[config.mk]
export PLATFORM = sky130hd
export DESIGN_NAME = muart_regif
export DESIGN_NICKNAME = d
export VERILOG_FILES = /design/src/rtl/muart_pkg.sv /design/src/rtl/muart_rx_fifo.sv /design/src/rtl/muart_irq_ctl.sv /design/src/rtl/muart_regif.sv
export SDC_FILE = /design/constraint.sdc
export NUM_CORES = 1
export LEC_CHECK = 0
export CORE_UTILIZATION = 35
export CTS_CLUSTER_SIZE = 12
export DETAILED_ROUTE_END_ITERATION = 8
export GPL_TIMING_DRIVEN = 1
export PLACE_DENSITY = 0.63
export RECOVER_POWER = 100
export SLEW_MARGIN = 20
export SYNTH_ARGS = -nofsm -noshare
export SYNTH_HDL_FRONTEND = slang
export SYNTH_HIERARCHICAL = 1
export SYNTH_SLANG_ARGS = --single-unit
[constraint.sdc]
create_clock -name clk -period 4.1 [get_ports clk]
set_input_delay 0.82 -clock clk [delete_from_list [all_inputs] [get_ports clk]]
set_output_delay 0.82 -clock clk [all_outputs]
set_load 0.02 [all_outputs]
[src/rtl/muart_pkg.sv]
package muart_pkg;
  localparam logic [7:0] OFS_IRQSUM = 8'h00;
  localparam logic [7:0] OFS_ENABLE = 8'h04;
  localparam logic [7:0] OFS_DATA   = 8'h40;
  localparam logic [7:0] OFS_IEN    = 8'h44;
  localparam logic [7:0] OFS_IID    = 8'h48;
  localparam logic [7:0] OFS_LSTAT  = 8'h54;
  localparam logic [7:0] OFS_CTRL   = 8'h60;
  localparam logic [7:0] OFS_XSTAT  = 8'h64;

  localparam logic [31:0] FIFO_FLAGS  = 32'h0000_00C0;
  localparam logic [31:0] LSTAT_BASE  = 32'h0000_0060;
  localparam logic [31:0] XSTAT_BASE  = 32'h0000_030E;
  localparam logic [31:0] ENABLE_WORD = 32'h0000_0001;
  localparam logic [31:0] CTRL_WORD   = 32'h0000_0003;
  localparam int          XSTAT_FILL_LSB = 16;

  typedef struct packed {
    logic tx_en;
    logic rx_en;
  } ien_t;
endpackage

[src/rtl/muart_rx_fifo.sv]
module muart_rx_fifo #(
  parameter int DEPTH = 8,
  parameter int DW    = 8,
  localparam int PW   = (DEPTH > 1) ? $clog2(DEPTH) : 1,
  localparam int CW   = $clog2(DEPTH + 1)
) (
  input  logic          clk,
  input  logic          rst,
  input  logic          push_valid,
  input  logic [DW-1:0] push_data,
  output logic          push_ready,
  input  logic          pop_req,
  input  logic          flush,
  output logic [DW-1:0] head_data,
  output logic [CW-1:0] fill
);
  logic [DW-1:0] mem [DEPTH];
  logic [PW-1:0] rd_ptr;
  logic [PW-1:0] wr_slot;
  logic [CW:0]   slot_sum;
  logic          push_fire;
  logic          pop_fire;

  assign push_ready = (fill != CW'(DEPTH));
  assign push_fire  = push_valid && push_ready;
  assign pop_fire   = pop_req && (fill != '0);
  assign head_data  = mem[rd_ptr];

  always_comb begin
    slot_sum = {{(CW + 1 - PW){1'b0}}, rd_ptr} + {1'b0, fill};
    if (slot_sum >= (CW + 1)'(DEPTH)) slot_sum = slot_sum - (CW + 1)'(DEPTH);
    wr_slot = slot_sum[PW-1:0];
  end

  // storage without reset so a RAM can be inferred
  always_ff @(posedge clk) begin
    if (push_fire) mem[wr_slot] <= push_data;
  end

  always_ff @(posedge clk) begin
    if (rst) begin
      rd_ptr <= '0;
    end else if (pop_fire) begin
      rd_ptr <= (rd_ptr == PW'(DEPTH - 1)) ? '0 : rd_ptr + 1'b1;
    end
  end

  always_ff @(posedge clk) begin
    if (rst)                     fill <= '0;
    else if (flush)              fill <= '0;
    else if (push_fire && !pop_fire) fill <= fill + 1'b1;
    else if (!push_fire && pop_fire) fill <= fill - 1'b1;
  end

  a_r11_fill_bound: assert property (@(posedge clk) disable iff (rst)
    fill <= CW'(DEPTH));
  a_r11_full_blocks: assert property (@(posedge clk) disable iff (rst)
    (fill == CW'(DEPTH) && !pop_req && !flush) |=> fill == CW'(DEPTH));
  a_r7_empty_pop_holds: assert property (@(posedge clk) disable iff (rst)
    (pop_req && fill == '0) |=> $stable(rd_ptr));
  a_r5_flush_empties: assert property (@(posedge clk) disable iff (rst)
    flush |=> fill == '0);
endmodule

[src/rtl/muart_irq_ctl.sv]
module muart_irq_ctl
  import muart_pkg::*;
(
  input  logic       clk,
  input  logic       rst,
  input  logic       ien_wr,
  input  logic [1:0] ien_wdata,
  input  logic       rx_nonempty,
  output ien_t       ien,
  output logic       irq
);
  always_ff @(posedge clk) begin
    if (rst)         ien <= '0;
    else if (ien_wr) ien <= ien_t'(ien_wdata);
  end

  assign irq = ien.tx_en || (ien.rx_en && rx_nonempty);

  a_r3_tx_forces_irq: assert property (@(posedge clk) disable iff (rst)
    ien.tx_en |-> irq);
  a_r3_no_enable_no_irq: assert property (@(posedge clk) disable iff (rst)
    (ien == '0) |-> !irq);
  a_r2_ien_write: assert property (@(posedge clk) disable iff (rst)
    ien_wr |=> ien == ien_t'($past(ien_wdata)));
endmodule

[src/rtl/muart_regif.sv]
module muart_regif
  import muart_pkg::*;
#(
  parameter int DEPTH = 8,
  parameter int AW    = 8,
  localparam int CW   = $clog2(DEPTH + 1)
) (
  input  logic          clk,
  input  logic          rst,
  input  logic [AW-1:0] bus_addr,
  input  logic          bus_wr,
  input  logic [31:0]   bus_wdata,
  input  logic          bus_rd,
  output logic [31:0]   bus_rdata,
  output logic          bus_rvalid,
  input  logic [7:0]    rx_byte,
  input  logic          rx_valid,
  output logic          rx_ready,
  output logic [7:0]    tx_byte,
  output logic          tx_valid,
  output logic          irq
);
  logic          wr_data, wr_ien, wr_flush, rd_pop;
  logic [7:0]    head_data;
  logic [CW-1:0] fill;
  logic          nonempty;
  ien_t          ien;
  logic [31:0]   rd_word;

  assign wr_data  = bus_wr && (bus_addr == AW'(OFS_DATA));
  assign wr_ien   = bus_wr && (bus_addr == AW'(OFS_IEN));
  assign wr_flush = bus_wr && (bus_addr == AW'(OFS_IID)) && bus_wdata[1];
  assign rd_pop   = bus_rd && (bus_addr == AW'(OFS_DATA));
  assign nonempty = (fill != '0);

  muart_rx_fifo #(.DEPTH(DEPTH), .DW(8)) u_fifo (
    .clk       (clk),
    .rst       (rst),
    .push_valid(rx_valid),
    .push_data (rx_byte),
    .push_ready(rx_ready),
    .pop_req   (rd_pop),
    .flush     (wr_flush),
    .head_data (head_data),
    .fill      (fill)
  );

  muart_irq_ctl u_irq (
    .clk        (clk),
    .rst        (rst),
    .ien_wr     (wr_ien),
    .ien_wdata  (bus_wdata[1:0]),
    .rx_nonempty(nonempty),
    .ien        (ien),
    .irq        (irq)
  );

  always_comb begin
    rd_word = '0;
    case (bus_addr)
      AW'(OFS_IRQSUM): rd_word = {31'b0, irq};
      AW'(OFS_ENABLE): rd_word = ENABLE_WORD;
      AW'(OFS_DATA):   rd_word = {24'b0, head_data};
      AW'(OFS_IEN):    rd_word = FIFO_FLAGS | {30'b0, ien};
      AW'(OFS_IID):    rd_word = FIFO_FLAGS | (nonempty ? 32'h4 : 32'h2)
                                 | {31'b0, !irq};
      AW'(OFS_LSTAT):  rd_word = LSTAT_BASE | {31'b0, nonempty};
      AW'(OFS_CTRL):   rd_word = CTRL_WORD;
      AW'(OFS_XSTAT):  rd_word = XSTAT_BASE | {31'b0, nonempty}
                                 | (32'(fill) << XSTAT_FILL_LSB);
      default:         rd_word = '0;
    endcase
  end

  always_ff @(posedge clk) begin
    if (rst) begin
      bus_rdata  <= '0;
      bus_rvalid <= 1'b0;
    end else begin
      bus_rvalid <= bus_rd;
      if (bus_rd) bus_rdata <= rd_word;
    end
  end

  always_ff @(posedge clk) begin
    if (rst) begin
      tx_byte  <= '0;
      tx_valid <= 1'b0;
    end else begin
      tx_valid <= wr_data;
      if (wr_data) tx_byte <= bus_wdata[7:0];
    end
  end

  a_r1_rvalid_follows_rd: assert property (@(posedge clk) disable iff (rst)
    bus_rvalid |-> $past(bus_rd));
  a_r13_tx_from_write: assert property (@(posedge clk) disable iff (rst)
    tx_valid |-> $past(bus_wr && bus_addr == AW'(OFS_DATA)));
  a_r13_tx_payload: assert property (@(posedge clk) disable iff (rst)
    tx_valid |-> tx_byte == $past(bus_wdata[7:0]));
endmodule

# Word-level counts from Yosys, hierarchy flattened
# Memories as Yosys holds them, arrays and structs flattened. A register that Yosys moved wholly into a read port is not among the register bits.
# Cells that the tools add are included.
# totals
rom_bits,0
mem_count,1
output_inout_bits,44
input_bits,53
latchBits,0
ram_bits,64
ff_bits,51
wordCells,54
# memory_table
memory,words,word_bits,read_ports,rd_ports_with_merged_regs,write_ports,line_no,source
u_fifo.mem,8,8,1,1,1,muart_rx_fifo.sv:17,logic [DW-1:0] mem [DEPTH];
# classes
n_shift,0
mul,0
order_cmp,1
n_reduce_logical,18
n_div,0
mux,10
add_sub_neg,5
n_bitwise,2
n_eq_ne,9
# op_table
operator,count
$pmux 20 s8,1
$eq 8x7->1 const B,6
$or 10x20->20,1
$mux 3,5
$logic_and 1x1->1,10
$eq 8x3->1 const B,1
$logic_not 8->1,1
$mux 4,2
$or 8x1->8,1
$add 3x4->5,1
$ge 5x4->1 const B,1
$add 4x1->4 const B,1
$ne 4x4->1 const B,1
$reduce_bool 4->1,1
$sub 4x1->4 const B,1
$add 3x1->3 const B,1
$eq 3x3->1 const B,1
$logic_not 1->1,3
$sub 3x1->3 const B,1
$mux 1,2
$reduce_bool 2->1,1
$reduce_or 2->1,1
$logic_or 1x1->1,1

# Depth between registers and ports, before layout
# depth
ltp_word,6
ltp_mapped,12

# By module
# The synthesis kept the hierarchy.
# by_module_without_submodules
mod,seq_area_each_um2,cells_per_inst,area_each_um2,instances
muart_rx_fifo,2122.0,157,3080.5,1
muart_regif,460.4,154,1258.7,1
muart_irq_ctl,40.0,7,75.1,1

# Worst setup path after synthesis
# Ideal clock, no wire load.
# synth_path
path_kind,input -> register
start,input bus_addr[1]
end,register u_fifo.fill[3]
path_stages,12
setup_slack_ps,674
path_buffers,1
t_arrival_ps,3368
required_time_ps,4042
cell_sequence,or4_1 buf_2 nor3_1 and2_1 o41ai_4 ha_1 inv_1 ha_1 a21oi_1 nand3_1 a2111oi_2 a31o_2
# synth_via
elab_chain_len,6
word_cells_on_any_way,12
cone_classes,2 x eq/ne; 1 x mux; 9 x reduce/logical
# synth_lines
element,line_no,source
from (decl),muart_regif.sv:10,"input logic [AW-1:0] bus_addr,"
$eq 8x7->1 *,muart_regif.sv:33,assign rd_pop = bus_rd && (bus_addr == AW'(OFS_DATA));
$logic_and 1x1->1 *,muart_regif.sv:33,
net rd_pop,muart_regif.sv:23,"logic wr_data, wr_ien, wr_flush, rd_pop;"
$logic_and 1x1->1 *,muart_rx_fifo.sv:26,assign pop_fire = pop_req && (fill != '0);
$logic_not 1->1,muart_rx_fifo.sv:51,else if (push_fire && !pop_fire) fill <= fill + 1'b1;
$logic_and 1x1->1,muart_rx_fifo.sv:51,
$mux 4 / $reduce_bool 2->1 (equally long branches),--,
to (signal assigned),muart_rx_fifo.sv:51,
to (signal assigned),muart_rx_fifo.sv:52,else if (!push_fire && pop_fire) fill <= fill - 1'b1;
to (decl),muart_rx_fifo.sv:15,output logic [CW-1:0] fill
# Mark *: on every way through the listed nets, which the timed path passes. The rest lies on a longest branch.
# A chain may end at the register's enable or synchronous reset.

# Worst setup path after layout
# Ends and elaborated chain as after synthesis.

==> key figures <==
Place
  – Post-detail-place hpwl: 5940 um
  – Gpl congestion: 0.820
  – Pre-CTS WS: 0.0712 ns
  – IO Port Bufs: 54

Floorplanning
  – Row cnt: 40
  – Core ar.: 0.0122 mm2
  – Starting Density: 0.363
  – Top Ports: 97
  – Die area: 0.0131 mm2
  – Die W: 114 um
  – Die Ht: 114 um

STA
  – Worst Max-Slew Pin Slew: 0.923 ns
  – Slew Limit Fails: 0
  – Rel. slew slack: 0.382
  – Tcrit/Tclk final: 0.934
  – Fmax: 0.261 GHz
  – Setup TNS: 0 ns
  – Final hold violations: 0
  – Final setup viols: 0
  – Setup Skew: 0.00642 ns
  – RSZ-0062 raised after global routing: no
  – PnR worst setup slack: 0.270 ns
  – Fin crit period: 3.83 ns

Clock network
  – Total CTS buffers: 9
  – CTS root buffer: clkbuf_16
  – Clk sinks: 99
  – TritonCTS clock tree: done
  – Post-CTS sizing: 0
  – Clock transition at path regs: 0.07 ns
  – Clk_lat worst skew: 0.34 ns
  – H-tree levels: 3
  – Postcts setup bufs: 0
  – Longest Clk Path Bufs: 2
  – Hold buffers post-CTS: 0

Routing
  – Total number of vias: 2703
  – Drt initial violations: 172
  – DR vias/cell: 4.90
  – Antenna-violating nets left: 0
  – TritonRoute pass-1 iters: 4
  – Routed wire length: 8670 um
  – Drt drc: 0
  – Wire per inst: 15.7 um

Critical path
  – Endpoint kind of the worst setup timing path: flop
  – Worst r2r path cells: 11
  – Setup CP Type: input port to flop
  – Reg-to-reg endpoint: u_fifo/fill[3]
  – Reg2reg start: u_fifo/fill[1]
  – R2r setup slk: 1.41 ns
  – Critical path required time: 4.39 ns
  – Arrival time at the worst endpoint: 4.12 ns
  – Crit Path Max Fanout: 6
  – Startpoint Class: input port

Global routing
  – Total grt overflow: 0
  – Largest net degree at the start of global routing: 18
  – Global-route wire length before repair: 13500 um
  – Vias in the first global route: 2695
  – Total GRT Usage: 0.139
  – Initial antenna violation count: 0

Logic synthesis
  – Area leader, netlist: edfxtp_1
  – Top cells by area, synth: edfxtp_1 44%, dfxtp_1 16%, mux4_1 9.5%, buf_4 3.4%, mux2i_1 2.9%
  – Top-count cell post-synth: edfxtp_1
  – Commonest cells post-synth: 64 x edfxtp_1, 35 x dfxtp_1, 28 x nor2_1
  – Most used DFF post-synth: edfxtp_1
  – Post-synth top area share: 0.435
  – Average cell area after synthesis: 13.9 um2
  – Post-synth cell types: 50
  – Syn Inst Count: 318
  – Synthesized cell area: 0.00441 mm2
  – Ys Warns: 6
  – Sequential share of the synthesized area: 0.594
  – Post-synth EDFFs: 64
  – Async SR Flop Fraction: 0
  – Flops & latches, synth: 99

Power and ir drop
  – Logic pwr share: 0.124
  – Worst VDD drop: 0.264 mV
  – Pint: 1.92 mW
  – Pwr dens: 461 mW/mm2
  – Static leakage: 2.03 nW
  – Pwr Total: 2.51 mW
  – Clock share of power: 0.409
  – Switching Fraction: 0.234
  – Reg power frac: 0.467
  – Psw: 0.587 mW

Flow run
  – MaxCap Viol Count: 0

Layout
  – Share of cells above drive strength 1: 0.0911
  – FF/Latch Area: 0.00262 mm2
  – Antenna Diode Count: 0
  – Multi-input gate area: 0.00160 mm2
  – Area added between synthesis and finish: 23.4%
  – Final nets: 440
  – Fillers: 1108

Min path
  – WHS Path Cells: 2
  – Hold Startpoint: bus_rdata[3]
  – Worst hold endpoint: bus_rdata[3]
  – Hold WC Path Type: flop to flop

Status
  – Status: completed
sequential cells by signal, summed over array words and instances (netlist names), named ones only:
signal and cells:
u_fifo/fill 4, tx_valid 1, bus_rdata 13, u_fifo/rd_ptr 3, u_fifo/mem 64, u_irq/ien 2, tx_byte 8, bus_rvalid 1
power by group through the flow:
stage	registers [mW]	logic (mW)	clock network [mW]
global placement	1.19	0.313	0
CTS	1.17	0.325	1.05
floorplan	1.18	0.209	0
detailed placement	1.20	0.322	0
global route	1.18	0.341	1.08
finish	1.17	0.312	1.03
kinds of logic (layout without fill, tap and decap cells):
kind of cell	after synthesis	after routing	share of synthesized area
DFF	99	99	0.594
xor gates and xnor gates	6	6	0.0119
and+or+nand+nor	88	88	0.0998
other	1	18	0.000850
buffers and inverters	41	90	0.0578
muxes	37	37	0.145
adders and majority gates	8	8	0.0261
AOI/OAI and AO/OA	38	38	0.0643
layout make-up:
| cell class | instances | area share |
|---|---|---|
| clock buffers | 9 | 0.0413 |
| multi-input cells | 195 | 0.293 |
| clock inverters | 7 | 0.0269 |
| well taps | 168 | 0.0386 |
| inverters | 6 | 0.00413 |
| flip-flops and latches | 99 | 0.481 |
| repair buffers | 68 | 0.115 |
metal layers:
layer | vias to the layer above | routed length, um | global-route usage
met5 | - | 0 | 0
met4 | 0 | 148 | 0.0554
met2 | 90 | 4220 | 0.232
met1 | 1301 | 3840 | 0.169
li1 | 1299 | - | -
met3 | 13 | 459 | 0.0418
worst max-delay path, stage by stage:
cell and delay (ns):
clkdlybuf4s50_1 0.43, or4_1 0.58, nor3_1 0.27, and2_0 0.28
o41ai_4 0.17, ha_1 0.24, inv_1 0.13, ha_1 0.29
a21oi_1 0.20, nand3_1 0.13, a2111oi_1 0.42, a31o_2 0.16
metrics by stage:
stage	utilization	instances	hold WS (ns)	cell area, um2
after CTS	0.450	552	0.471	5470
after floorplan	-	335	0.484	4480
after global placement	0.419	536	0.446	5100
after detailed placement	0.419	536	0.457	5100
final	0.448	552	0.463	5450
after global routing	0.448	552	0.486	5450
layout by cell type, fill, tap and decap left out, types with 2 or more instances in the layout:
master	instances
nor3b_1	2
clkbuf_1	5
nand4_1	4
mux2i_1	13
fa_1	2
inv_6	2
ha_1	6
conb_1	18
buf_4	9
nor4_1	5
xor2_1	3
xnor2_1	3
o22ai_1	2
or4_1	2
nand2_1	10
nand2b_1	10
dlygate4sd3_1	35
dfxtp_1	35
clkbuf_16	9
inv_1	6
mux4_1	16
mux2_2	6
edfxtp_1	64
a21oi_1	15
nor3_1	12
clkdlybuf4s50_1	19
mux2_1	2
o41ai_1	2
a211oi_1	2
bufinv_16	4
nor2b_1	2
nor2_1	28
nand3_1	7
a22o_1	4
worst max-delay path by stage:
stage                     slack [ns]   startpoint             end  cells after the start
after global placement           0.1  bus_addr[1]  u_fifo/fill[3]                     12
after detailed placement        0.07  bus_addr[1]  u_fifo/fill[3]                     12
after global routing            0.08  bus_addr[1]  u_fifo/fill[3]                     12
after CTS                       0.41  bus_addr[1]  u_fifo/fill[3]                     12
after floorplan                 0.67  bus_addr[1]  u_fifo/fill[3]                     12
final                           0.27  bus_addr[1]  u_fifo/fill[3]                     12
Note: power is estimated with default switching activity, not from simulation.
